--- config.mk ---
export PLATFORM = sky130hd
export DESIGN_NAME = rmw_bus_seq
export DESIGN_NICKNAME = d
export VERILOG_FILES = /design/src/rtl/rmw_seq_pkg.sv /design/src/rtl/rmw_wait_gate.sv /design/src/rtl/rmw_strobe_decode.sv /design/src/rtl/rmw_data_latch.sv /design/src/rtl/rmw_bus_seq.sv
export SDC_FILE = /design/constraint.sdc
export NUM_CORES = 1
export LEC_CHECK = 0
export ABC_AREA = 1
export CORE_AREA = 2 2 103 55
export DETAILED_ROUTE_END_ITERATION = 8
export DIE_AREA = 0 0 105 57
export DONT_BUFFER_PORTS = 1
export PLACE_DENSITY = 0.61
export REMOVE_ABC_BUFFERS = 1
export SYNTH_ARGS = -nofsm -noshare
export SYNTH_HDL_FRONTEND = slang
export SYNTH_SLANG_ARGS = --single-unit
export TNS_END_PERCENT = 20
--- constraint.sdc ---
create_clock -name clk -period 2.7 [get_ports clk]
set_input_delay 0.405 -clock clk [delete_from_list [all_inputs] [get_ports clk]]
set_output_delay 0.405 -clock clk [all_outputs]
set_load 0.005 [all_outputs]
--- src/rtl/rmw_seq_pkg.sv ---
package rmw_seq_pkg;
  localparam int unsigned STEP_W = 5;
  localparam int unsigned LANES  = 2;

  typedef enum logic [1:0] {
    PATH_OK   = 2'd0,
    PATH_BOTH = 2'd1,
    PATH_BERR = 2'd2
  } path_e;

  // state numbers whose position drives behaviour
  localparam logic [STEP_W-1:0] ST_AS_ON       = 5'd2;
  localparam logic [STEP_W-1:0] ST_RD_CHK      = 5'd4;
  localparam logic [STEP_W-1:0] ST_RD_SAMPLE   = 5'd6;
  localparam logic [STEP_W-1:0] ST_RD_DS_OFF   = 5'd7;
  localparam logic [STEP_W-1:0] ST_BERR_DS_OFF = 5'd9;
  localparam logic [STEP_W-1:0] ST_BERR_END    = 5'd10;
  localparam logic [STEP_W-1:0] ST_BOTH_END    = 5'd11;
  localparam logic [STEP_W-1:0] ST_WR_RW_LOW   = 5'd14;
  localparam logic [STEP_W-1:0] ST_WR_DRIVE    = 5'd15;
  localparam logic [STEP_W-1:0] ST_WR_CHK      = 5'd16;
  localparam logic [STEP_W-1:0] ST_WR_END      = 5'd19;
endpackage

--- src/rtl/rmw_wait_gate.sv ---
module rmw_wait_gate (
  input  logic check_i,
  input  logic hs_i,
  input  logic half_i,
  output logic adv_o,
  output logic half_d_o
);
  // handshake is only looked at on the first half of a bus clock
  always_comb begin
    adv_o    = !check_i || (!half_i && hs_i);
    half_d_o = (check_i && !adv_o) ? !half_i : 1'b0;
  end
endmodule

--- src/rtl/rmw_strobe_decode.sv ---
module rmw_strobe_decode
  import rmw_seq_pkg::*;
(
  input  logic              busy_i,
  input  logic [STEP_W-1:0] step_i,
  input  path_e             path_i,
  input  logic [LANES-1:0]  lane_en_i,
  output logic              as_o,
  output logic              ds_o,
  output logic              rw_o,
  output logic              oe_o,
  output logic [LANES-1:0]  lane_stb_o
);
  logic wr_path;
  logic rd_stb;
  logic wr_stb;
  logic as_hold;
  logic [STEP_W-1:0] rd_off;

  always_comb begin
    wr_path = (path_i == PATH_OK);
    rd_off  = (path_i == PATH_BERR) ? ST_BERR_DS_OFF : ST_RD_DS_OFF;
    case (path_i)
      PATH_OK:   as_hold = step_i < ST_WR_END;
      PATH_BOTH: as_hold = step_i < ST_BOTH_END;
      default:   as_hold = 1'b1;
    endcase
    rd_stb = (step_i >= ST_AS_ON) && (step_i < rd_off);
    wr_stb = wr_path && (step_i >= ST_WR_CHK) && (step_i < ST_WR_END);
    as_o   = busy_i && (step_i >= ST_AS_ON) && as_hold;
    ds_o   = busy_i && (rd_stb || wr_stb);
    rw_o   = !(busy_i && wr_path && (step_i >= ST_WR_RW_LOW));
    oe_o   = busy_i && wr_path && (step_i >= ST_WR_DRIVE);
  end

  for (genvar g = 0; g < LANES; g++) begin : g_lane
    assign lane_stb_o[g] = ds_o & lane_en_i[g];
  end
endmodule

--- src/rtl/rmw_data_latch.sv ---
module rmw_data_latch #(
  parameter int DATA_W = 16
) (
  input  logic              clk,
  input  logic              rst,
  input  logic              cap_rd_i,
  input  logic [DATA_W-1:0] data_i,
  input  logic              load_wr_i,
  input  logic [DATA_W-1:0] mod_wdata_i,
  output logic [DATA_W-1:0] mod_rdata_o,
  output logic              mod_valid_o,
  output logic [DATA_W-1:0] wdata_o
);
  always_ff @(posedge clk) begin
    if (rst) begin
      mod_rdata_o <= '0;
      mod_valid_o <= 1'b0;
      wdata_o     <= '0;
    end else begin
      mod_valid_o <= cap_rd_i;
      if (cap_rd_i)  mod_rdata_o <= data_i;
      if (load_wr_i) wdata_o     <= mod_wdata_i;
    end
  end
endmodule

--- src/rtl/rmw_bus_seq.sv ---
module rmw_bus_seq
  import rmw_seq_pkg::*;
#(
  parameter int DATA_W = 16
) (
  input  logic              clk,
  input  logic              rst,
  input  logic              start_i,
  input  logic              upper_i,
  input  logic              lower_i,
  input  logic              ack_i,
  input  logic              berr_i,
  input  logic [DATA_W-1:0] data_i,
  input  logic [DATA_W-1:0] mod_wdata_i,
  output logic              as_o,
  output logic              uds_o,
  output logic              lds_o,
  output logic              ds_o,
  output logic              rw_o,
  output logic              oe_o,
  output logic [DATA_W-1:0] wdata_o,
  output logic [DATA_W-1:0] mod_rdata_o,
  output logic              mod_valid_o,
  output logic              err_o,
  output logic              done_o
);
  logic              busy_q, busy_d;
  logic [STEP_W-1:0] step_q, step_d, last_step;
  path_e             path_q, path_d;
  logic [LANES-1:0]  lane_q, lane_d;
  logic              half_q, half_d;
  logic              chk_state, adv, finish;
  logic              as_n, ds_n, rw_n, oe_n;
  logic [LANES-1:0]  stb_n;
  logic              cap_rd, load_wr;

  assign chk_state = busy_q && (step_q == ST_RD_CHK || step_q == ST_WR_CHK);

  rmw_wait_gate u_wait (
    .check_i  (chk_state),
    .hs_i     (ack_i | berr_i),
    .half_i   (half_q),
    .adv_o    (adv),
    .half_d_o (half_d)
  );

  always_comb begin
    case (path_q)
      PATH_OK:   last_step = ST_WR_END;
      PATH_BOTH: last_step = ST_BOTH_END;
      default:   last_step = ST_BERR_END;
    endcase
    finish = busy_q && adv && (step_q == last_step);

    busy_d = busy_q;
    step_d = step_q;
    path_d = path_q;
    lane_d = lane_q;
    if (!busy_q) begin
      if (start_i) begin
        busy_d = 1'b1;
        step_d = '0;
        path_d = PATH_OK;
        lane_d = {upper_i, lower_i};
      end
    end else if (adv) begin
      if (step_q == last_step) busy_d = 1'b0;
      else                     step_d = step_q + 5'd1;
      if (step_q == ST_RD_CHK)
        path_d = ack_i ? (berr_i ? PATH_BOTH : PATH_OK) : PATH_BERR;
    end
  end

  // outputs are registered from the decode of the next state
  rmw_strobe_decode u_dec (
    .busy_i     (busy_d),
    .step_i     (step_d),
    .path_i     (path_d),
    .lane_en_i  (lane_d),
    .as_o       (as_n),
    .ds_o       (ds_n),
    .rw_o       (rw_n),
    .oe_o       (oe_n),
    .lane_stb_o (stb_n)
  );

  assign cap_rd  = busy_q && (path_q == PATH_OK) && (step_q == ST_RD_SAMPLE) && adv;
  assign load_wr = busy_d && (step_d == ST_WR_DRIVE) && (step_q != ST_WR_DRIVE);

  rmw_data_latch #(.DATA_W(DATA_W)) u_data (
    .clk         (clk),
    .rst         (rst),
    .cap_rd_i    (cap_rd),
    .data_i      (data_i),
    .load_wr_i   (load_wr),
    .mod_wdata_i (mod_wdata_i),
    .mod_rdata_o (mod_rdata_o),
    .mod_valid_o (mod_valid_o),
    .wdata_o     (wdata_o)
  );

  always_ff @(posedge clk) begin
    if (rst) begin
      busy_q <= 1'b0;
      step_q <= '0;
      path_q <= PATH_OK;
      lane_q <= '0;
      half_q <= 1'b0;
      as_o   <= 1'b0;
      uds_o  <= 1'b0;
      lds_o  <= 1'b0;
      ds_o   <= 1'b0;
      rw_o   <= 1'b1;
      oe_o   <= 1'b0;
      err_o  <= 1'b0;
      done_o <= 1'b0;
    end else begin
      busy_q <= busy_d;
      step_q <= step_d;
      path_q <= path_d;
      lane_q <= lane_d;
      half_q <= half_d;
      as_o   <= as_n;
      uds_o  <= stb_n[1];
      lds_o  <= stb_n[0];
      ds_o   <= ds_n;
      rw_o   <= rw_n;
      oe_o   <= oe_n;
      done_o <= finish;
      if (!busy_q && start_i)              err_o <= 1'b0;
      else if (finish && path_q != PATH_OK) err_o <= 1'b1;
    end
  end
endmodule

==> results by group, run 1 <==
Yosys
  – Sequential fraction of the synthesis area: 41.9%
  – Syn_area_per_cell: 7.81 sq um
  – Seq cells post-synth: 52
  – Post-synthesis cell type count: 34
  – Synth top area share: 41.9%
  – Synth warn: 0
  – Post-synth top area cell: dfxtp_1
  – Mapped Area: 2480 sq um
  – Area contributors post-synth: dfxtp_1, nor2_1, nand2_1
  – Synth Instances: 318

Layout
  – Nets: 367
  – Layout cells sized above 1: 18.3%
  – Area Overhead vs Synth: 7.65%
  – Fillers: 538
  – Inserted Diodes: 0

Placed design
  – Number of port buffers: 0
  – Routability cong.: 0.974
  – DPL Wire Length: 4.86 mm
  – Setup WS pre-CTS: 153 ps

Worst setup path
  – Worst endpoint data arrival time: 2720 ps
  – Crit end category: flop
  – Worst Path Required: 2940 ps
  – Largest stage delay, worst path: 430 ps
  – WP buf/inv: 5
  – Slowest cell on crit path: dfxtp_1
  – Cell chain of the critical path: inv_1, ha_1, nand2_2, nor2_4, nand3_4, buf_4, nand2_2, inv_2, nand2_2, nand2_2, inv_1, ha_1, a21oi_1, o2111ai_1, inv_1, nand3_1, nand2_1, nand2_1, nor2_1
  – Crit path kind: reg -> reg
  – Critical Path Fanout Max: 7
  – Top delay family on crit path: simple AND/OR/NAND/NOR gates
  – CP dominant cell by count: nand2_2
  – Crit path launch type: flop

Routing
  – Pre-antenna DRT Iters: 4
  – Antenna viol nets, final: 0
  – DR WL/cell: 16.1 um
  – DR vias/cell: 5.50
  – Vias: 2,173
  – DRC viols: 0
  – DR iter-0 viols: 154
  – Total Wirelength: 6.36 mm

CTS
  – Clock root buffer master: clkbuf_8
  – # hold bufs at CTS: 0
  – CTS tree: built
  – Clock transition at the registers of the reported paths: 90 ps
  – Worst skew pair latency: 300 ps
  – Num CTS Buffers: 5
  – Maximum clock path buffer count: 2
  – H-tree depth: 2
  – Total clock sinks: 52

Min path
  – Worst hold path class: in -> reg

Pwr
  – Pwr/cell area: 518 nW/um^2
  – Worst vdd ir: 0.000277 V
  – Leakage Power: 1.08 nW

STA
  – Hold slack: 158 ps
  – Fmax: 404 MHz
  – Final setup viols: 0
  – Final worst slack: 225 ps
  – Rel. slew slack: 53.9%
  – Max Slew Vio Count: 0
  – Post-route minimum period: 2480 ps
  – Fin Clk Skew: 7.14 ps
  – Period utilization: 91.7%
  – Fin. Hold Viols: 0
  – Slew @ Worst Pin: 689 ps

Global route
  – Number of global-route vias before repair: 1,887
  – First-pass GRT wire length: 10.1 mm
  – Tot GR Track Use: 21.4%
  – Grt total ovfl: 0
  – Initial antenna violation count: 0
  – Largest net degree at the start of global routing: 33

Status
  – Status: completed

Floorplanning
  – Die area: 5990 sq um
  – # IOs: 80
  – Chip width: 105 um
  – Site Rows: 19
  – Die height: 57 um
  – Initial Util: 47.9%
  – Core area: 5180 sq um

Run
  – Max-cap violations: 0
## worst reg2reg max path: stages, from the launching register on
cell,delay (ps)
dfxtp_1,430
inv_1,90
ha_1,200
nand2_2,100
nor2_4,40
nand3_4,90
buf_4,170
nand2_2,60
inv_2,50
nand2_2,50
nand2_2,100
inv_1,80
ha_1,320
a21oi_1,140
o2111ai_1,120
inv_1,70
nand3_1,70
nand2_1,60
nand2_1,80
nor2_1,100
## cell type report
cell class,instances,area [sq um],area share [%]
Inverter,31,116,4.35
Timing Repair Buffer,12,90.1,3.37
Tap cell,73,91.3,3.41
Clock buffer,5,68.8,2.57
Clock inverter,3,42.5,1.59
Multi-Input combinational cell,219,1220,45.8
Sequential cell,52,1040,38.9
## cell usage after synthesis
library cell,count
nor3_1,4
o2111ai_1,1
nand3_1,12
inv_2,13
nand2_1,43
nand3b_1,1
nand3_2,2
o21ai_0,18
nor2_4,1
nor2_8,1
nor2_2,1
buf_2,2
o21bai_1,1
nor4_4,1
nor3_4,1
nor2_1,45
clkbuf_1,7
nand3_4,2
xor2_1,1
nor3_2,1
inv_1,18
o21ai_1,3
nand4_1,20
o211ai_2,1
or2_4,1
buf_8,1
buf_4,3
dfxtp_1,52
buf_6,3
nand2_2,11
nor4_1,18
ha_1,7
a21oi_1,21
nand2_4,1
## report_power, final
part           switching [mW]  internal (mW)  leakage [nW]
clock network           0.254          0.274        0.0541
registers             0.00454          0.773         0.420
logic                  0.0551         0.0251         0.604
## through the flow
step | setup TNS (ps) | utilization (%) | cells | instance area, sq um | power [mW]
floorplan | 0 | - | 302 | 2380 | 0.849
global placement | 0 | 49.1 | 385 | 2540 | 0.874
detailed placement | 0 | 49.1 | 385 | 2540 | 0.874
CTS | 0 | 51.2 | 393 | 2660 | 1.40
global route | -6.51 | 51.6 | 395 | 2680 | 1.45
finish | 0 | 51.6 | 395 | 2680 | 1.39
## layout by cell type, fill, tap and decap left out, types with 2 or more instances in the layout
cell	count
o21ai_1	3
dfxtp_1	52
nand4_1	20
inv_2	13
nand3_2	2
ha_1	7
nand2_2	12
nand3_4	2
nand2_1	42
inv_1	18
nor2_1	44
a21oi_1	21
nand3_1	12
nor2_2	2
buf_4	12
nor3_1	4
clkbuf_8	5
nor4_1	18
o21ai_0	18
## flip-flops by register name, summed over array words and instances (netlist names), 2 cells and up
| register | cells |
|---|---|
| path_q | 2 |
| step_q | 5 |
| u_data.mod_rdata_o | 16 |
| u_data.wdata_o | 16 |
| lane_q | 2 |
## per-layer routing
metal / share of wire, % / up-vias / global-route usage (%) / wire, um
met5: 0 / - / 0 / 0
met4: 0.22 / 0 / 3.62 / 14
met3: 10 / 5 / 7.43 / 649
met2: 39 / 82 / 26.3 / 2480
met1: 51 / 1004 / 34.7 / 3220
li1: - / 1082 / - / -
## logic make-up (layout without fill, tap and decap cells)
family	after synthesis	after routing	share of synthesized area, %
AOI/OAI and AO/OA	45	45	9.62
DFF	52	52	41.9
adders and majority gates	7	7	3.52
and+or+nand+nor	166	166	35.6
xor gates and xnor gates	1	1	0.353
buffers and inverters	47	51	9.01
## final timing paths
check                             from                        endpoint  depth (start not counted)  slack, ps
setup reg to reg  step_q[1]$_SDFF_PP0_                uds_o$_SDFF_PP0_                         19        220
hold / removal                     rst  u_data.wdata_o[3]$_SDFFE_PP0P_                          1        160
setup / recovery  step_q[1]$_SDFF_PP0_                uds_o$_SDFF_PP0_                         19        220
hold reg to reg      half_q$_SDFF_PP0_               half_q$_SDFF_PP0_                          1        420
## what timing repair did
item | in CTS | in global routing
setup endpoints to repair | 0 | 3
buffers inserted | 0 | 2
gates resized for setup | 0 | 2
No activity file was read; power rests on OpenSTA's default activity.
==> run 2: changes to the inputs <==
CORE_AREA = 2 2 106 57   (was 2 2 103 55)
DIE_AREA = 0 0 108 59   (was 0 0 105 57)
PLACE_DENSITY = 0.6   (was 0.61)
SYNTH_HIERARCHICAL = 1   (was not set)
==> results by group, run 2 <==
Status
  – Status: completed

Yosys
  – Synth Instances: 399 (+25%)
  – Top-count cell post-synth: nand2_1
  – Synth warn: 6 (+6)
  – Post-synth EDFFs: 0 (unchanged)
  – Syn_area_per_cell: 6.52 sq um (-17%)
  – Area contributors post-synth: dfxtp_1, nand2_1, nor2_1
  – Seq cells post-synth: 52 (unchanged)
  – Async S/R FF share, synth: 0% (unchanged)
  – Post-synthesis cell type count: 31 (-8.8%)
  – Synth top area share: 40.0% (-1.9 points)
  – Post-synth top area cell: dfxtp_1
  – Prevailing post-synth register cell: dfxtp_1
  – Sequential fraction of the synthesis area: 40.0% (-1.9 points)
  – Mapped Area: 2600 sq um (+4.7%)
  – Commonest cells post-synth: nand2_1, nor2_1, inv_1, dfxtp_1, a21oi_1

Worst setup path
  – Crit end category: flop
  – Crit path launch type: flop
  – Critical Path Fanout Max: 6 (-1)
  – Worst endpoint data arrival time: 2780 ps (+60 ps)
  – Crit path kind: reg -> reg
  – Worst Path Required: 2900 ps (-40 ps)

Routing
  – DR iter-0 viols: 116 (-25%)
  – Total Wirelength: 5.53 mm (-13%)
  – DRC viols: 0 (unchanged)
  – Routed met2 length: 2.50 mm (+0.56%)
  – DR vias/cell: 4.66 (-15%)
  – DR WL/cell: 11.4 um (-29%)
  – Met3 WL post-DR: 382 um (-41%)
  – Top Layer Used: met4
  – Vias: 2,254 (+3.7%)
  – DRT met1 WL: 2.59 mm (-19%)
  – Pre-antenna DRT Iters: 4 (unchanged)
  – Antenna viol nets, final: 0 (unchanged)

Floorplanning
  – Die area: 6370 sq um (+6.5%)
  – Die height: 59 um (+3.5%)
  – Core area: 5350 sq um (+3.2%)
  – Chip width: 108 um (+2.9%)
  – Site Rows: 19 (unchanged)
  – Initial Util: 48.6% (+0.68 points)
  – # IOs: 80 (unchanged)

Placed design
  – Routability cong.: 0.923 (-5.2%)
  – Setup WS pre-CTS: 12.3 ps (-141 ps)
  – Number of port buffers: 0 (unchanged)
  – Placed insts: 471 (+22%)
  – DPL Wire Length: 4.09 mm (-16%)

STA
  – Fin Clk Skew: 7.74 ps (+0.601 ps)
  – Setup TNS: 0 ps (unchanged)
  – Slew @ Worst Pin: 506 ps (-183 ps)
  – Period utilization: 95.4% (+3.8 points)
  – Fin. Hold Viols: 0 (unchanged)
  – Final worst slack: 123 ps (-102 ps)
  – Final setup viols: 0 (unchanged)
  – Fmax: 388 MHz (-3.9%)
  – Post-route minimum period: 2580 ps (+102 ps)
  – Hold slack: 143 ps (-15.2 ps)
  – Rel. slew slack: 66.2% (+12 points)
  – Max Slew Vio Count: 0 (unchanged)

Pwr
  – Switch share: 25.9% (+3.3 points)
  – Power share of the combinational group: 9.9% (+4.1 points)
  – Switch Pwr: 353 uW (+13%)
  – Leakage Power: 1.41 nW (+31%)
  – Pwr/cell area: 467 nW/um^2 (-9.9%)
  – Pint: 1.01 mW (-5.9%)
  – Share of power burned in the clock network: 32.7% (-5.4 points)
  – Power Total: 1.36 mW (-1.7%)
  – Worst vdd ir: 0.000209 V (-25%)
  – Part of the power in registers: 57.4% (+1.3 points)

Global route
  – Initial antenna violation count: 0 (unchanged)
  – Grt total ovfl: 0 (unchanged)
  – Largest net degree at the start of global routing: 34 (+3.0%)
  – First-pass GRT wire length: 8.98 mm (-11%)
  – Number of global-route vias before repair: 2,020 (+7.0%)
  – Tot GR Track Use: 17.8% (-3.6 points)

Layout
  – Post-Layout Cell Count: 484 (+23%)
  – Nets: 455 (+24%)
  – Most frequent cells in the layout: nand2_1, nor2_1, inv_1
  – Area Overhead vs Synth: 12.2%
  – Inserted Diodes: 0 (unchanged)
  – Commonest non-fill, non-tap cell in the layout: nand2_1
  – Layout cells sized above 1: 18.0% (-0.32 points)
  – Registers with the most flip-flops: u_data/mod_rdata_o (16), u_data/wdata_o (16), step_q (5)

CTS
  – CTS tree: built
  – H-tree depth: 2 (unchanged)
  – # hold bufs at CTS: 0 (unchanged)
  – Clock root buffer master: clkbuf_8
  – Maximum clock path buffer count: 2 (unchanged)
  – Worst skew pair latency: 310 ps (about the same)
  – Total clock sinks: 52 (unchanged)
  – Clock transition at the registers of the reported paths: 100 ps (about the same)
  – Num CTS Buffers: 5 (unchanged)

Min path
  – Worst hold path class: in -> reg

Run
  – Max-cap violations: 0 (unchanged)
[run 2: per-stage QoR]
stage	instance area, sq um	util (%)
after floorplan	2500	-
after global placement	2700	50.5
after detailed placement	2700	50.5
after CTS	2790	52.2
after global routing	2920	54.5
final	2920	54.5
[run 2: cells by family after synthesis]
kind of cell	synth area share [%]
AOI/OAI and AO/OA	4.95
and+or+nand+nor	37.9
adders and majority gates	2.89
DFF	40.0
buffers and inverters	14.2
[run 2: final cells by class]
type / count / area [sq um]
clock buffer: 5 / 68.8
timing repair buffer: 17 / 144
sequential: 52 / 1040
inverter: 71 / 270
fill: 533 / 2430
multi-input combinational: 263 / 1280
tap: 73 / 91.3
clock inverter: 3 / 18.8
[run 2: worst paths after layout]
check | from | slack (ps) | to | cells past startpoint
max reg2reg | step_q[0]$_SDFF_PP0_ | 120 | rw_o$_SDFF_PP1_ | 15
min | rst | 140 | step_q[2]$_SDFF_PP0_ | 1
min reg2reg | u_data/mod_rdata_o[0]$_SDFFE_PP0P_ | 490 | u_data/mod_rdata_o[0]$_SDFFE_PP0P_ | 2
max | step_q[0]$_SDFF_PP0_ | 120 | rw_o$_SDFF_PP1_ | 15
[run 2: repair_timing]
| item | 4_1_cts | 5_1_grt |
|---|---|---|
| pin swaps | 0 | 12 |
| setup endpoints to repair | 2 | 22 |
| resized for setup | 1 | 27 |
| setup buffers | 0 | 5 |
[run 2: power by group through the flow]
stage / combinational [mW] / sequential, mW / clock (mW)
floorplan: 0.0869 / 0.801 / 0
global placement: 0.121 / 0.799 / 0
detailed placement: 0.123 / 0.799 / 0
CTS: 0.124 / 0.781 / 0.464
global route: 0.155 / 0.783 / 0.502
finish: 0.135 / 0.782 / 0.445
[run 2: routing by layer]
layer | track usage [%] | vias up
met1 | 22.0 | 1002
li1 | - | 1194
met3 | 5.16 | 5
met5 | 0 | -
met2 | 30.5 | 53
met4 | 5.49 | 0
[run 2: critical path, stage by stage, from the launching register on]
cell     delay [ps]
dfxtp_2         350
inv_4            70
ha_4            130
nand4_1         120
a21oi_2         220
o21ai_4         110
inv_2            90
nor2_4           40
o21ai_2         170
nand2_2         100
buf_6           130
inv_2            50
nand2_2          50
or3_4           380
or2_1           230
or2_4           220
==> run 3: changes to the inputs <==
ABC_AREA = not set   (was 1)
CORE_AREA = 2 2 101 54   (was 2 2 106 57)
DIE_AREA = 0 0 103 56   (was 0 0 108 59)
GPL_TIMING_DRIVEN = 0   (was not set)
==> results by group, run 3 <==
CTS
  – Num CTS Buffers: 5 (unchanged)
  – H-tree depth: 2 (unchanged)
  – CTS tree: built
  – Total clock sinks: 52 (unchanged)
  – Clock root buffer master: clkbuf_8
  – Maximum clock path buffer count: 2 (unchanged)
  – Clock transition at the registers of the reported paths: 100 ps (about the same)
  – Worst skew pair latency: 300 ps (about the same)

Worst setup path
  – Crit end category: flop
  – Crit path launch type: flop
  – WP buf/inv: 1 (-3)
  – Largest stage delay, worst path: 380 ps (about the same)
  – Cell chain of the critical path: inv_4, ha_4, and4_4, o21ai_2, and2_4, nand3_4, nor3b_4, mux2i_2, nor2b_4, ha_4, a221oi_4, o21ai_2, a21boi_1, nor2b_1
  – Worst Path Required: 2940 ps (+40 ps)
  – Critical Path Fanout Max: 3 (-3)
  – Crit path kind: reg -> reg
  – Worst endpoint data arrival time: 3080 ps (+300 ps)
  – Slowest cell on crit path: dfxtp_4
  – Top delay family on crit path: simple AND/OR/NAND/NOR gates

Global route
  – Initial antenna violation count: 0 (unchanged)
  – Tot GR Track Use: 18.4% (+0.59 points)
  – First-pass GRT wire length: 8.25 mm (-8.2%)
  – Grt total ovfl: 0 (unchanged)
  – Largest net degree at the start of global routing: 53 (+56%)
  – Number of global-route vias before repair: 1,751 (-13%)

Pwr
  – Leakage Power: 0.979 nW (-31%)
  – Pwr/cell area: 467 nW/um^2 (about the same)
  – Power Total: 1.31 mW (-4.1%)
  – Worst vdd ir: 0.000213 V (+2.0%)

Placed design
  – Placed insts: 299 (-37%)
  – Routability cong.: 0.805 (-13%)
  – Number of port buffers: 0 (unchanged)
  – DPL Wire Length: 3.17 mm (-22%)

Yosys
  – Synth Instances: 239 (-40%)
  – Async S/R FF share, synth: 0% (unchanged)
  – Post-synthesis cell type count: 47 (+52%)
  – Top-count cell post-synth: dfxtp_1
  – Post-synth EDFFs: 0 (unchanged)
  – Commonest cells post-synth: dfxtp_1, nor2_1, mux2i_1, nor2b_1, inv_1
  – Prevailing post-synth register cell: dfxtp_1
  – Synth top area share: 44.2% (+4.2 points)
  – Sequential fraction of the synthesis area: 44.2% (+4.2 points)
  – Syn_area_per_cell: 9.86 sq um (+51%)
  – Post-synth top area cell: dfxtp_1
  – Mapped Area: 2360 sq um (-9.4%)
  – Seq cells post-synth: 52 (unchanged)
  – Area contributors post-synth: dfxtp_1, mux2i_1, nor2_1
  – Synth warn: 6 (unchanged)

STA
  – Final setup viols: 19 (+19)
  – Max Slew Vio Count: 0 (unchanged)
  – Slew @ Worst Pin: 864 ps (+358 ps)
  – Fin Clk Skew: 12.2 ps (+4.51 ps)
  – Unrepaired setup endpoints after global routing: true
  – Fmax: 351 MHz (-9.5%)
  – Final worst slack: -147 ps (-270 ps)
  – Rel. slew slack: 42.1% (-24 points)
  – Period utilization: 105% (+10 points)
  – Post-route minimum period: 2850 ps (+270 ps)
  – Fin. Hold Viols: 0 (unchanged)

Run
  – Max-cap violations: 0 (unchanged)

Floorplanning
  – Site Rows: 18 (-1)
  – Die area: 5770 sq um (-9.5%)
  – Initial Util: 48.9% (+0.25 points)
  – Core area: 4820 sq um (-9.9%)
  – Chip width: 103 um (-4.6%)
  – Die height: 56 um (-5.1%)
  – # IOs: 80 (unchanged)

Layout
  – Nets: 303 (-33%)
  – Registers with the most flip-flops: u_data/mod_rdata_o (16), u_data/wdata_o (16), step_q (5)
  – Post-Layout Cell Count: 329 (-32%)
  – Inserted Diodes: 0 (unchanged)
  – Commonest non-fill, non-tap cell in the layout: dfxtp_1
  – Area Overhead vs Synth: 18.6%
  – Most frequent cells in the layout: dfxtp_1, nor2_1, mux2i_1
  – Fillers: 422 (-21%)
  – Layout cells sized above 1: 26.6% (+8.6 points)

Status
  – Failing checks: setup timing
  – Status: complete, but fails checks

Routing
  – Pre-antenna DRT Iters: 4 (unchanged)
  – DR iter-0 viols: 45 (-61%)
  – Total Wirelength: 5.12 mm (-7.4%)
  – Vias: 1,730 (-23%)
  – DR vias/cell: 5.26 (+13%)
  – Antenna viol nets, final: 0 (unchanged)
  – DR WL/cell: 15.6 um (+36%)
  – DRC viols: 0 (unchanged)

Min path
  – Worst hold path class: in -> reg
==> run 3: cell type report <==
type / count / area (sq um) / area share [%]
multi-input combinational: 166 / 1330 / 47.5
sequential: 52 / 1060 / 37.8
clock buffer: 5 / 68.8 / 2.46
inverter: 10 / 42.5 / 1.52
clock inverter: 3 / 21.3 / 0.761
timing repair buffer: 23 / 189 / 6.76
tap: 70 / 87.6 / 3.13
==> run 3: worst reg2reg max path, stage by stage, from the launching register on <==
cell and delay, ps:
dfxtp_4 380, inv_4 40, ha_4 140, and4_4 140, o21ai_2 60, and2_4 180, nand3_4 90, nor3b_4 260
mux2i_2 340, nor2b_4 250, ha_4 220, a221oi_4 290, o21ai_2 120, a21boi_1 150, nor2b_1 130
==> run 3: per-layer routing <==
layer  vias to the layer above  share of wire (%)  track usage [%]
li1                        851                  -                -
met1                       802                 46             24.2
met2                        69                 46             29.0
met3                         8                6.1             5.03
met4                         0                1.9             6.20
met5                         -                  0                0
==> run 3: kinds of logic (layout without fill, tap and decap cells) <==
logic type	Yosys count	in the layout	share of synthesized area (%)
DFF	52	52	44.2
AOI/OAI and AO/OA	27	27	8.34
xor gates and xnor gates	1	1	0.372
and+or+nand+nor	94	94	21.5
buffers and inverters	21	41	5.74
muxes	38	38	16.7
adders and majority gates	6	6	3.19
==> run 3: worst paths after layout <==
check,slack [ps],start,endpoint,cells after the start
setup reg to reg,-150,step_q[1]$_SDFF_PP0_,ds_o$_SDFF_PP0_,14
setup / recovery,-150,step_q[1]$_SDFF_PP0_,ds_o$_SDFF_PP0_,14
hold / removal,160,rst,u_data/mod_rdata_o[11]$_SDFFE_PP0P_,1
hold reg to reg,530,u_data/mod_rdata_o[14]$_SDFFE_PP0P_,u_data/mod_rdata_o[14]$_SDFFE_PP0P_,2
==> run 3: power breakdown <==
| group | total (mW) | internal, mW | switching [mW] |
|---|---|---|---|
| Sequential | 0.775 | 0.769 | 0.00532 |
| Clock | 0.445 | 0.184 | 0.261 |
| Combinational | 0.0859 | 0.0434 | 0.0425 |
| Total | 1.31 | 0.997 | 0.309 |
==> run 3: stage by stage <==
stage	utilization, %	cell area, sq um	hold WS [ps]	setup TNS [ps]	setup WS (ps)
after floorplan	-	2260	477	-27080	-943
after global placement	48.7	2350	480	-55370	-1740
after detailed placement	49.1	2370	482	-31040	-1580
after CTS	56.5	2730	143	-33.8	-12.7
after global routing	58.0	2800	136	-4240	-276
final	58.0	2800	157	-1790	-147
==> run 3: timing repair <==
item | in CTS | in global routing
pin swaps | 11 | 7
hold endpoints to repair | 0 | 0
buffers inserted | 17 | 5
hold buffers | 0 | 0
gates cloned | 0 | 0
gates resized for setup | 30 | 8
endpoints found under the setup margin | 33 | 21
